==> src/rtl/dmt_pkg.sv <==
package dmt_pkg;
    // register byte offsets
    localparam logic [7:0] OFS_CTRL  = 8'h00;
    localparam logic [7:0] OFS_ARM   = 8'h10;
    localparam logic [7:0] OFS_FIRE  = 8'h20;
    localparam logic [7:0] OFS_STAT  = 8'h30;
    localparam logic [7:0] OFS_CNT   = 8'h40;
    localparam logic [7:0] OFS_CAUSE = 8'h50;
    localparam logic [7:0] OFS_PER   = 8'h60;
    localparam logic [7:0] OFS_WIN   = 8'h70;

    // key values
    localparam logic [7:0] KEY_ARM  = 8'h40;
    localparam logic [7:0] KEY_FIRE = 8'h08;

    // bit positions
    localparam int B_EN    = 15;
    localparam int B_WIN   = 0;
    localparam int B_EVT   = 5;
    localparam int B_BAD2  = 6;
    localparam int B_BAD1  = 7;
    localparam int B_CAUSE = 5;
endpackage

==> src/rtl/dmt_count.sv <==
module dmt_count #(
    parameter int CW = 32
) (
    input  logic          clk,
    input  logic          rst_n,
    input  logic          en,
    input  logic          hold,
    input  logic          restart,
    input  logic [CW-1:0] limit,
    input  logic [CW-1:0] win_len,
    output logic [CW-1:0] count,
    output logic          win_open,
    output logic          expire
);
    typedef struct packed {
        logic [CW-1:0] cnt;
    } cnt_t;

    cnt_t q, d;
    logic [CW-1:0] thresh_w;

    always_comb begin
        thresh_w = (win_len >= limit) ? '0 : limit - win_len;
        expire   = en & ~hold & ((limit == '0) | (q.cnt >= limit - CW'(1)));
        win_open = en & ~hold & (q.cnt >= thresh_w);
        d = q;
        if (!en || restart) begin
            d.cnt = '0;
        end else if (!hold && !expire) begin
            d.cnt = q.cnt + CW'(1);
        end
    end

    always_ff @(posedge clk or negedge rst_n) begin
        if (!rst_n) q <= '0;
        else        q <= d;
    end

    assign count = q.cnt;
endmodule

==> src/rtl/dmt_keys.sv <==
module dmt_keys
    import dmt_pkg::*;
(
    input  logic       clk,
    input  logic       rst_n,
    input  logic       en,
    input  logic       arm_wr,
    input  logic [7:0] arm_key,
    input  logic       fire_wr,
    input  logic [7:0] fire_key,
    input  logic       win_open,
    output logic       restart,
    output logic       bad1,
    output logic       bad2,
    output logic       late
);
    typedef struct packed {
        logic armed;
    } key_t;

    key_t q, d;

    always_comb begin
        restart = en & fire_wr & q.armed & win_open & (fire_key == KEY_FIRE);
        late    = en & fire_wr & ~win_open;
        bad2    = en & fire_wr & ~restart;
        bad1    = en & arm_wr & (arm_key != KEY_ARM);
        d = q;
        if (!en)          d.armed = 1'b0;
        else if (arm_wr)  d.armed = (arm_key == KEY_ARM);
        else if (fire_wr) d.armed = 1'b0;
    end

    always_ff @(posedge clk or negedge rst_n) begin
        if (!rst_n) q <= '0;
        else        q <= d;
    end
endmodule

==> src/rtl/dmt_deadman.sv <==
module dmt_deadman
    import dmt_pkg::*;
#(
    parameter int AW         = 8,
    parameter int DW         = 32,
    parameter int CW         = 32,
    parameter int DEF_PERIOD = 1000,
    parameter int DEF_WINDOW = 100
) (
    input  logic          clk,
    input  logic          rst_n,
    input  logic          bus_sel,
    input  logic          bus_we,
    input  logic [AW-1:0] bus_addr,
    input  logic [DW-1:0] bus_wdata,
    output logic [DW-1:0] bus_rdata,
    output logic          rst_req_o,
    output logic          cause_o
);
    typedef struct packed {
        logic          en;
        logic          blank;
        logic          evt;
        logic          bad1;
        logic          bad2;
        logic          cause;
        logic [CW-1:0] period;
        logic [CW-1:0] window;
    } regs_t;

    regs_t q, d;

    logic          wr_ok, arm_wr, fire_wr;
    logic [CW-1:0] cnt_w;
    logic          win_w, expire_w, restart_w, bad1_w, bad2_w, late_w;

    assign wr_ok   = bus_sel & bus_we & ~q.blank;
    assign arm_wr  = wr_ok & (bus_addr == AW'(OFS_ARM));
    assign fire_wr = wr_ok & (bus_addr == AW'(OFS_FIRE));

    dmt_count #(.CW(CW)) u_cnt (
        .clk      (clk),
        .rst_n    (rst_n),
        .en       (q.en),
        .hold     (q.evt),
        .restart  (restart_w),
        .limit    (q.period),
        .win_len  (q.window),
        .count    (cnt_w),
        .win_open (win_w),
        .expire   (expire_w)
    );

    dmt_keys u_keys (
        .clk      (clk),
        .rst_n    (rst_n),
        .en       (q.en),
        .arm_wr   (arm_wr),
        .arm_key  (bus_wdata[15:8]),
        .fire_wr  (fire_wr),
        .fire_key (bus_wdata[7:0]),
        .win_open (win_w),
        .restart  (restart_w),
        .bad1     (bad1_w),
        .bad2     (bad2_w),
        .late     (late_w)
    );

    always_comb begin
        d = q;
        d.blank = 1'b0;
        if (wr_ok && bus_addr == AW'(OFS_CTRL)) begin
            d.en    = bus_wdata[B_EN];
            d.blank = q.en & ~bus_wdata[B_EN];
        end
        if (wr_ok && bus_addr == AW'(OFS_PER)) d.period = bus_wdata[CW-1:0];
        if (wr_ok && bus_addr == AW'(OFS_WIN)) d.window = bus_wdata[CW-1:0];
        if (wr_ok && bus_addr == AW'(OFS_STAT)) begin
            if (bus_wdata[B_EVT])  d.evt  = 1'b0;
            if (bus_wdata[B_BAD2]) d.bad2 = 1'b0;
            if (bus_wdata[B_BAD1]) d.bad1 = 1'b0;
        end
        if (wr_ok && bus_addr == AW'(OFS_CAUSE) && bus_wdata[B_CAUSE]) d.cause = 1'b0;
        // new events win over a clear in the same cycle
        if ((expire_w & ~restart_w) | late_w) begin
            d.evt   = 1'b1;
            d.cause = 1'b1;
        end
        if (bad1_w) d.bad1 = 1'b1;
        if (bad2_w) d.bad2 = 1'b1;
    end

    always_comb begin
        bus_rdata = '0;
        if (bus_sel && !bus_we) begin
            case (bus_addr)
                AW'(OFS_CTRL):  bus_rdata[B_EN] = q.en;
                AW'(OFS_STAT): begin
                    bus_rdata[B_WIN]  = win_w;
                    bus_rdata[B_EVT]  = q.evt;
                    bus_rdata[B_BAD2] = q.bad2;
                    bus_rdata[B_BAD1] = q.bad1;
                end
                AW'(OFS_CNT):   bus_rdata = DW'(cnt_w);
                AW'(OFS_CAUSE): bus_rdata[B_CAUSE] = q.cause;
                AW'(OFS_PER):   bus_rdata = DW'(q.period);
                AW'(OFS_WIN):   bus_rdata = DW'(q.window);
                default:        bus_rdata = '0;
            endcase
        end
    end

    always_ff @(posedge clk or negedge rst_n) begin
        if (!rst_n) begin
            q        <= '0;
            q.period <= CW'(DEF_PERIOD);
            q.window <= CW'(DEF_WINDOW);
        end else begin
            q <= d;
        end
    end

    assign rst_req_o = q.evt;
    assign cause_o   = q.cause;
endmodule

==> config.mk <==
export PLATFORM = sky130hd
export DESIGN_NAME = dmt_deadman
export DESIGN_NICKNAME = d
export VERILOG_FILES = /design/src/rtl/dmt_pkg.sv /design/src/rtl/dmt_count.sv /design/src/rtl/dmt_keys.sv /design/src/rtl/dmt_deadman.sv
export SDC_FILE = /design/constraint.sdc
export NUM_CORES = 1
export LEC_CHECK = 0
export CAP_MARGIN = 25
export CORE_AREA = 2 2 159 161
export CTS_CLUSTER_DIAMETER = 50
export DETAILED_ROUTE_END_ITERATION = 12
export DIE_AREA = 0 0 161 163
export MAX_ROUTING_LAYER = met4
export PLACE_DENSITY = 0.6
export SKIP_LAST_GASP = 1
export SYNTH_ARGS = -nofsm -noshare
export SYNTH_HDL_FRONTEND = slang
export SYNTH_HIERARCHICAL = 1
export SYNTH_SLANG_ARGS = --single-unit
==> constraint.sdc <==
create_clock -name clk -period 8.2 [get_ports clk]
set_input_delay 2.46 -clock clk [delete_from_list [all_inputs] [get_ports clk]]
set_output_delay 2.46 -clock clk [all_outputs]
set_load 0.01 [all_outputs]
# After elaboration in Yosys (flattened, before gate mapping)

Cells that the tools add are included.
W data, S select, Z words.

Add/sub/neg operators: 3
$lt $le $gt $ge: 3
Equality and inequality tests: 11
Mux-type cells: 24
Bitwise logic cells: 24
Reduce and logical (&&, ||, !) cells: 26

Operators by type and width:

| cell                    | count |
|---|---|
| $mux W32                | 4 |
| $ge A32 B32 Y1          | 3 |
| $pmux W16 S3            | 1 |
| $eq A8 B7 Y1 const B    | 5 |
| $add A32 B1 Y32 const B | 1 |
| $logic_not A32 Y1       | 1 |
| $sub A32 B1 Y32 const B | 1 |
| $sub A32 B32 Y32        | 1 |
| $pmux W7 S3             | 1 |
| $and A1 B1 Y1           | 17 |
| $eq A8 B6 Y1 const B    | 2 |
| $reduce_bool A2 Y1      | 8 |
| $mux W1                 | 12 |
| $pmux W4 S3             | 1 |
| $eq A8 B4 Y1 const B    | 1 |
| $eq A8 B5 Y1 const B    | 1 |
| $logic_and A1 B1 Y1     | 8 |
| $logic_not A8 Y1        | 1 |
| $ne A8 B7 Y1 const B    | 1 |
| $pmux W1 S4             | 2 |
| $pmux W2 S4             | 1 |
| $reduce_and A2 Y1       | 3 |
| $not A1 Y1              | 5 |
| $pmux W1 S5             | 1 |
| other kinds (5)         | 9 |

Register bits after elaboration: 103
Output and inout port bits: 34
Logic and storage cells: 101

# Longest topological paths before layout

Gate-level depths: netlist of the first run.

Word-level depth: 12
Depth in mapped cells: 29
Gate-level depth less buffers: 27

# Modules after synthesis

Netlist of the first run, hierarchy kept.

By module, submodules not included:

| module      | times used | cells each | area an instance (um^2) |
|---|---|---|---|
| dmt_count   | 1          | 760        | 5896.9 |
| dmt_deadman | 1          | 316        | 3632.2 |
| dmt_keys    | 1          | 14         | 121.4 |

# Worst setup path before layout of the first run

OpenSTA, ideal clock, no wires.

Kind: flip-flop to output port
Start point: register q[32] in the netlist's numbering
End point: output bus_rdata[0]
Data arrival time: 4420 ps
Slack: 1320 ps
Stages on the path, launching flop included: 25
Path buffers: 1
Cell sequence: dfrtp_1 inv_1 ha_1 inv_1 fa_1 a211oi_1 o21bai_1 a22oi_1 o2111ai_1 a31oi_1 o21a_1 nor2_1 clkbuf_1 nand2_1 ha_1 a21o_1 a21o_1 a21oi_1 o31ai_1 a31oi_1 o311ai_0 a221oi_1 o22ai_1 a32oi_1 nor2_1

Cells in the longest elaborated chain, start to end: 6

RTL lines:

| item                                               | line              | RTL |
|---|---|---|
| from (decl)                                        | dmt_deadman.sv:31 | `regs_t q, d;` |
| $sub A32 B32 Y32 or $ge A32 B32 Y1 (tied branches) | dmt_count.sv:23   | `thresh_w = (win_len >= limit) ? '0 : limit - win_len;` |
| $mux W32 (*)                                       | dmt_count.sv:23   |  |
| $ge A32 B32 Y1 (*)                                 | dmt_count.sv:25   | `win_open = en & ~hold & (q.cnt >= thresh_w);` |
| $and A1 B1 Y1 (*)                                  | dmt_count.sv:25   |  |
| named net win_w                                    | dmt_deadman.sv:35 | `logic win_w, expire_w, restart_w, bad1_w, bad2_w, late_w;` |
| $pmux W1 S4 (*)                                    | dmt_deadman.sv:96 | `case (bus_addr)` |
| $mux W32 (*)                                       | dmt_deadman.sv:95 | `if (bus_sel && !bus_we) begin` |
| to (decl)                                          | dmt_deadman.sv:16 | `output logic [DW-1:0] bus_rdata,` |

Mark *: on every way through the listed nets, which the timed path passes. The rest lies on a longest branch.

# Worst setup path in the final report of the first run

Same ends and word-level chain as after synthesis.

==> impl_metrics.py, run 1 <==
metrics = {
    "floorplan": {
        "pin_count": 78,
        "die_w_um": 161,
        "fp.dieH_um": 163,
        "die-area_mm2": 0.0262,
        "fp.coreArea_mm2": 0.0247,
        "rows": 58,
        "start_util_pct": 39.1,
    },
    "min_path": {
        "hold_path.class": "register to register",
        "hold_start": "q[66]",
    },
    "place": {
        "io_buffers": 77,
        "dp_cells": 1468,
        "place_area_mm2": 0.0107,
        "dp_hpwl_mm": 21.3,
        "gp_congestion": 0.902,
    },
    "logic_synthesis": {
        "yosys.area.top_type": "dfrtp_1",
        "synth_cell_types": 81,
        "synth_flop_cell": "dfrtp_1",
        "synth_seq_cells": 103,
        "synth_nets": 1233,
        "synth.area.top_cells": "dfrtp_1 24%, ha_1 13%, mux2i_1 4.5%",
        "synth_top_area_share_pct": 24.4,
        "postSynthAreaPerCell_um2": 8.85,
        "synth_area_mm2": 0.00965,
        "yosysWarnings": 6,
        "ys_seq_area_share_pct": 26.8,
        "synth_cells": 1090,
        "async_reset_ff_share_pct": 100,
        "synth-edff-count": 0,
    },
    "timing": {
        "slew_headroom_pct": 32.0,
        "drv_slew": 0,
        "hold_violations": 0,
        "fmax_ghz": 0.128,
        "fin_crit_sh_pct": 95.6,
        "fin_crit_ps": 7840,
        "skew_ps": 12.1,
        "setup_viol": 0,
        "worst_pin_slew_ps": 1020,
        "hold_ws_ps": 497,
    },
    "clock_network": {
        "clk_pin_slew_ps": 70,
        "numCtsBuffers": 9,
        "cts.sinks": 103,
        "cts_max_level": 3,
        "clock_path_buffers": 2,
        "clk_latency_ps": 370,
        "clock-root-buffer": "clkbuf_16",
        "cts_tree": "built",
    },
    "global_routing": {
        "grt_first_pass_wirelength_mm": 46.0,
        "grt-ovfl-total": 0,
        "grt_pass1_vias": 8370,
        "grt_max_degree": 55,
        "grt_usage_pct": 22.8,
        "antenna_found_initial": 0,
    },
    "finish": {
        "drive_gt1_share_pct": 9.78,
        "finalNetCount": 1293,
        "antennaDiodeCount": 0,
        "final_util_pct": 44.8,
        "area_growth_pct": 14.6,
        "fin_cells": 1485,
        "design_area_mm2": 0.0111,
    },
    "setup_path": {
        "cp-end-kind": "output pin",
        "worstPathArrival_ps": 5380,
        "crit_type": "register to output pin",
        "timing.rr.start": "q[32]",
        "worstPathRequired_ps": 5740,
        "cp-startpoint": "q[32]",
        "crit_fanout": 6,
        "rrSetupSlack_ps": 2100,
        "critPathLaunchType": "register",
    },
    "drt": {
        "dr.pass1.iters": 9,
        "drc": 0,
        "avgViaCountPerCell": 5.71,
        "drt-initial-drc-count": 542,
        "routedWlPerCell_um": 19.1,
        "via_count": 8479,
        "postRouteAntennaNets": 0,
        "totalWireLength_mm": 28.4,
    },
    "power": {
        "pwr-share-comb_pct": 39.6,
        "ir_drop_mv": 0.113,
        "p_sw_mw": 0.631,
        "p_leak_nw": 4.99,
        "power.internal_mw": 1.10,
        "netSwitchingFraction_pct": 36.5,
        "p_seq_share_pct": 31.5,
        "p_per_area_mw_per_mm2": 156,
        "clockPowerShare_pct": 28.9,
    },
    "run_status": {
        "status": "finished clean",
    },
    "job": {
        "max_cap_viol_count": 0,
    },
}
## critical path, stage by stage, from the launching register on
cell             delay [ps]
dfrtp_1                 440
inv_1                   130
ha_1                    180
inv_1                    60
fa_1                    430
a211oi_2                230
o21bai_1                150
a22oi_2                 210
o2111ai_1               160
a31oi_1                 280
o21a_2                  240
nor3_1                   70
ha_1                    260
nand2b_1                150
a21o_1                  190
a211oi_2                210
o31ai_1                 100
a31oi_1                 190
o311ai_1                140
a221oi_2                300
o22ai_2                 170
a32oi_1                 200
nor2_1                   60
clkdlybuf4s50_1         490
## cell families (layout without fill, tap and decap cells)
| kind of cell | count (synthesis) | count (layout) | share of synthesized area (%) |
|---|---|---|---|
| XOR/XNOR | 55 | 55 | 4.99 |
| multiplexers | 109 | 109 | 12.3 |
| AND/OR/NAND/NOR | 400 | 400 | 22.0 |
| flip-flops | 103 | 103 | 26.8 |
| adder cells (fa/ha/maj) | 99 | 99 | 12.9 |
| AO/OA/AOI/OAI | 227 | 227 | 16.0 |
| buffers and inverters | 97 | 162 | 4.98 |
## placed cells by master (no fill, tap or decap), types with 10 or more instances in the layout
master           count
nor2_1             100
ha_1                98
dfrtp_1             94
nand2_1             85
clkdlybuf4s50_1     75
a21oi_1             70
inv_1               52
mux2i_1             43
nand3_1             37
mux2_1              34
xnor2_1             34
a21o_1              33
mux2_2              31
nand4_1             30
nand2b_1            28
o21ai_0             24
nor4_1              22
xor2_1              21
buf_4               17
nor2b_1             16
or4_1               14
o31ai_1             12
nor3_1              10
o211ai_1            10
## stage by stage
step                      setup TNS (ps)  power, mW  worst slack (ps)
after detailed placement               0       1.22               410
after floorplan                        0       1.04              1320
after global routing               -2.56       1.83             -2.56
after global placement                 0       1.21               582
final                                  0       1.73               362
after CTS                              0       1.72              24.7
## flip-flops by register name, summed over array words and instances (netlist names)
signal and count:
cause_o 1, q 68, rst_req_o 1, u_cnt/count 32, u_keys/q 1
## final timing paths
check,cells past startpoint,end
max,23,bus_rdata[0]
min,1,q[66]
max reg2reg,27,u_cnt/count[8]
min reg2reg,1,q[66]
max in group asynchronous,2,u_cnt/count[27]
min in group asynchronous,1,q[69]
## final cells by class
type	instances	area, µm²
fillers	2515	13600
multi-input cells	890	6630
flip-flops and latches	103	2590
repair buffers	94	895
well taps	330	413
clock buffers	12	256
inverters	52	195
clock inverters	4	76.3
## Yosys cell counts, types with 5 or more instances
cell type	count
or4_1	14
mux2_1	34
or3_1	8
ha_1	98
a21oi_1	70
nor2b_1	17
o31ai_1	12
xor2_1	21
nand4_1	30
nor3_1	10
nor4_1	22
o41ai_1	6
o21a_1	5
nand3_1	37
xnor2_1	34
a31oi_1	8
a21o_1	33
dfrtp_1	94
dfstp_2	9
inv_1	52
o211ai_1	10
nor2_1	101
mux2_2	31
nand2_1	85
a21oi_2	7
o21ai_0	25
o21bai_1	6
and3_1	6
nand2b_1	28
clkbuf_1	25
a211oi_1	7
o311ai_1	5
mux2i_1	43
and2_1	8
## what timing repair did
item / in CTS / in global routing
setup endpoints to repair: 1 / 1
setup buffers: 0 / 1
gates resized for setup: 1 / 13
pin swaps: 0 / 5
hold buffers: 0 / 0
## power by group through the flow
stage                     Combinational [mW]  Clock (mW)  Sequential, mW
final                                  0.684       0.500           0.545
after global routing                   0.759       0.528           0.547
after CTS                              0.667       0.510           0.544
after detailed placement               0.663           0           0.554
after global placement                 0.660           0           0.554
after floorplan                        0.495           0           0.548
## layer usage
layer | GRT usage, % | part of all wire (%) | routed length (µm)
met1 | 30.9 | 48 | 13700
met2 | 36.0 | 46 | 13100
met3 | 2.34 | 3.2 | 922
met4 | 7.47 | 2.2 | 624
met5 | - | 0 | 0
No activity file was read; power rests on OpenSTA's default activity.
==> inputs of run 2 (changes only) <==
--- a/config.mk
+++ b/config.mk
@@ -5,6 +5,7 @@
 export SDC_FILE = /design/constraint.sdc
 export NUM_CORES = 1
 export LEC_CHECK = 0
+export ABC_CLOCK_PERIOD_IN_PS = 8200
 export CAP_MARGIN = 25
 export CORE_AREA = 2 2 159 161
 export CTS_CLUSTER_DIAMETER = 50
==> results of run 2 <==
Final layout, timing and power as in run 1 (identical DEF).
==> inputs of run 3 (changes only) <==
--- a/config.mk
+++ b/config.mk
@@ -11,6 +11,7 @@
 export CTS_CLUSTER_DIAMETER = 50
 export DETAILED_ROUTE_END_ITERATION = 12
 export DIE_AREA = 0 0 161 163
+export HOLD_SLACK_MARGIN = 0.15
 export MAX_ROUTING_LAYER = met4
 export PLACE_DENSITY = 0.6
 export SKIP_LAST_GASP = 1
==> results of run 3 <==
Final layout, timing and power as in run 1 (identical DEF).
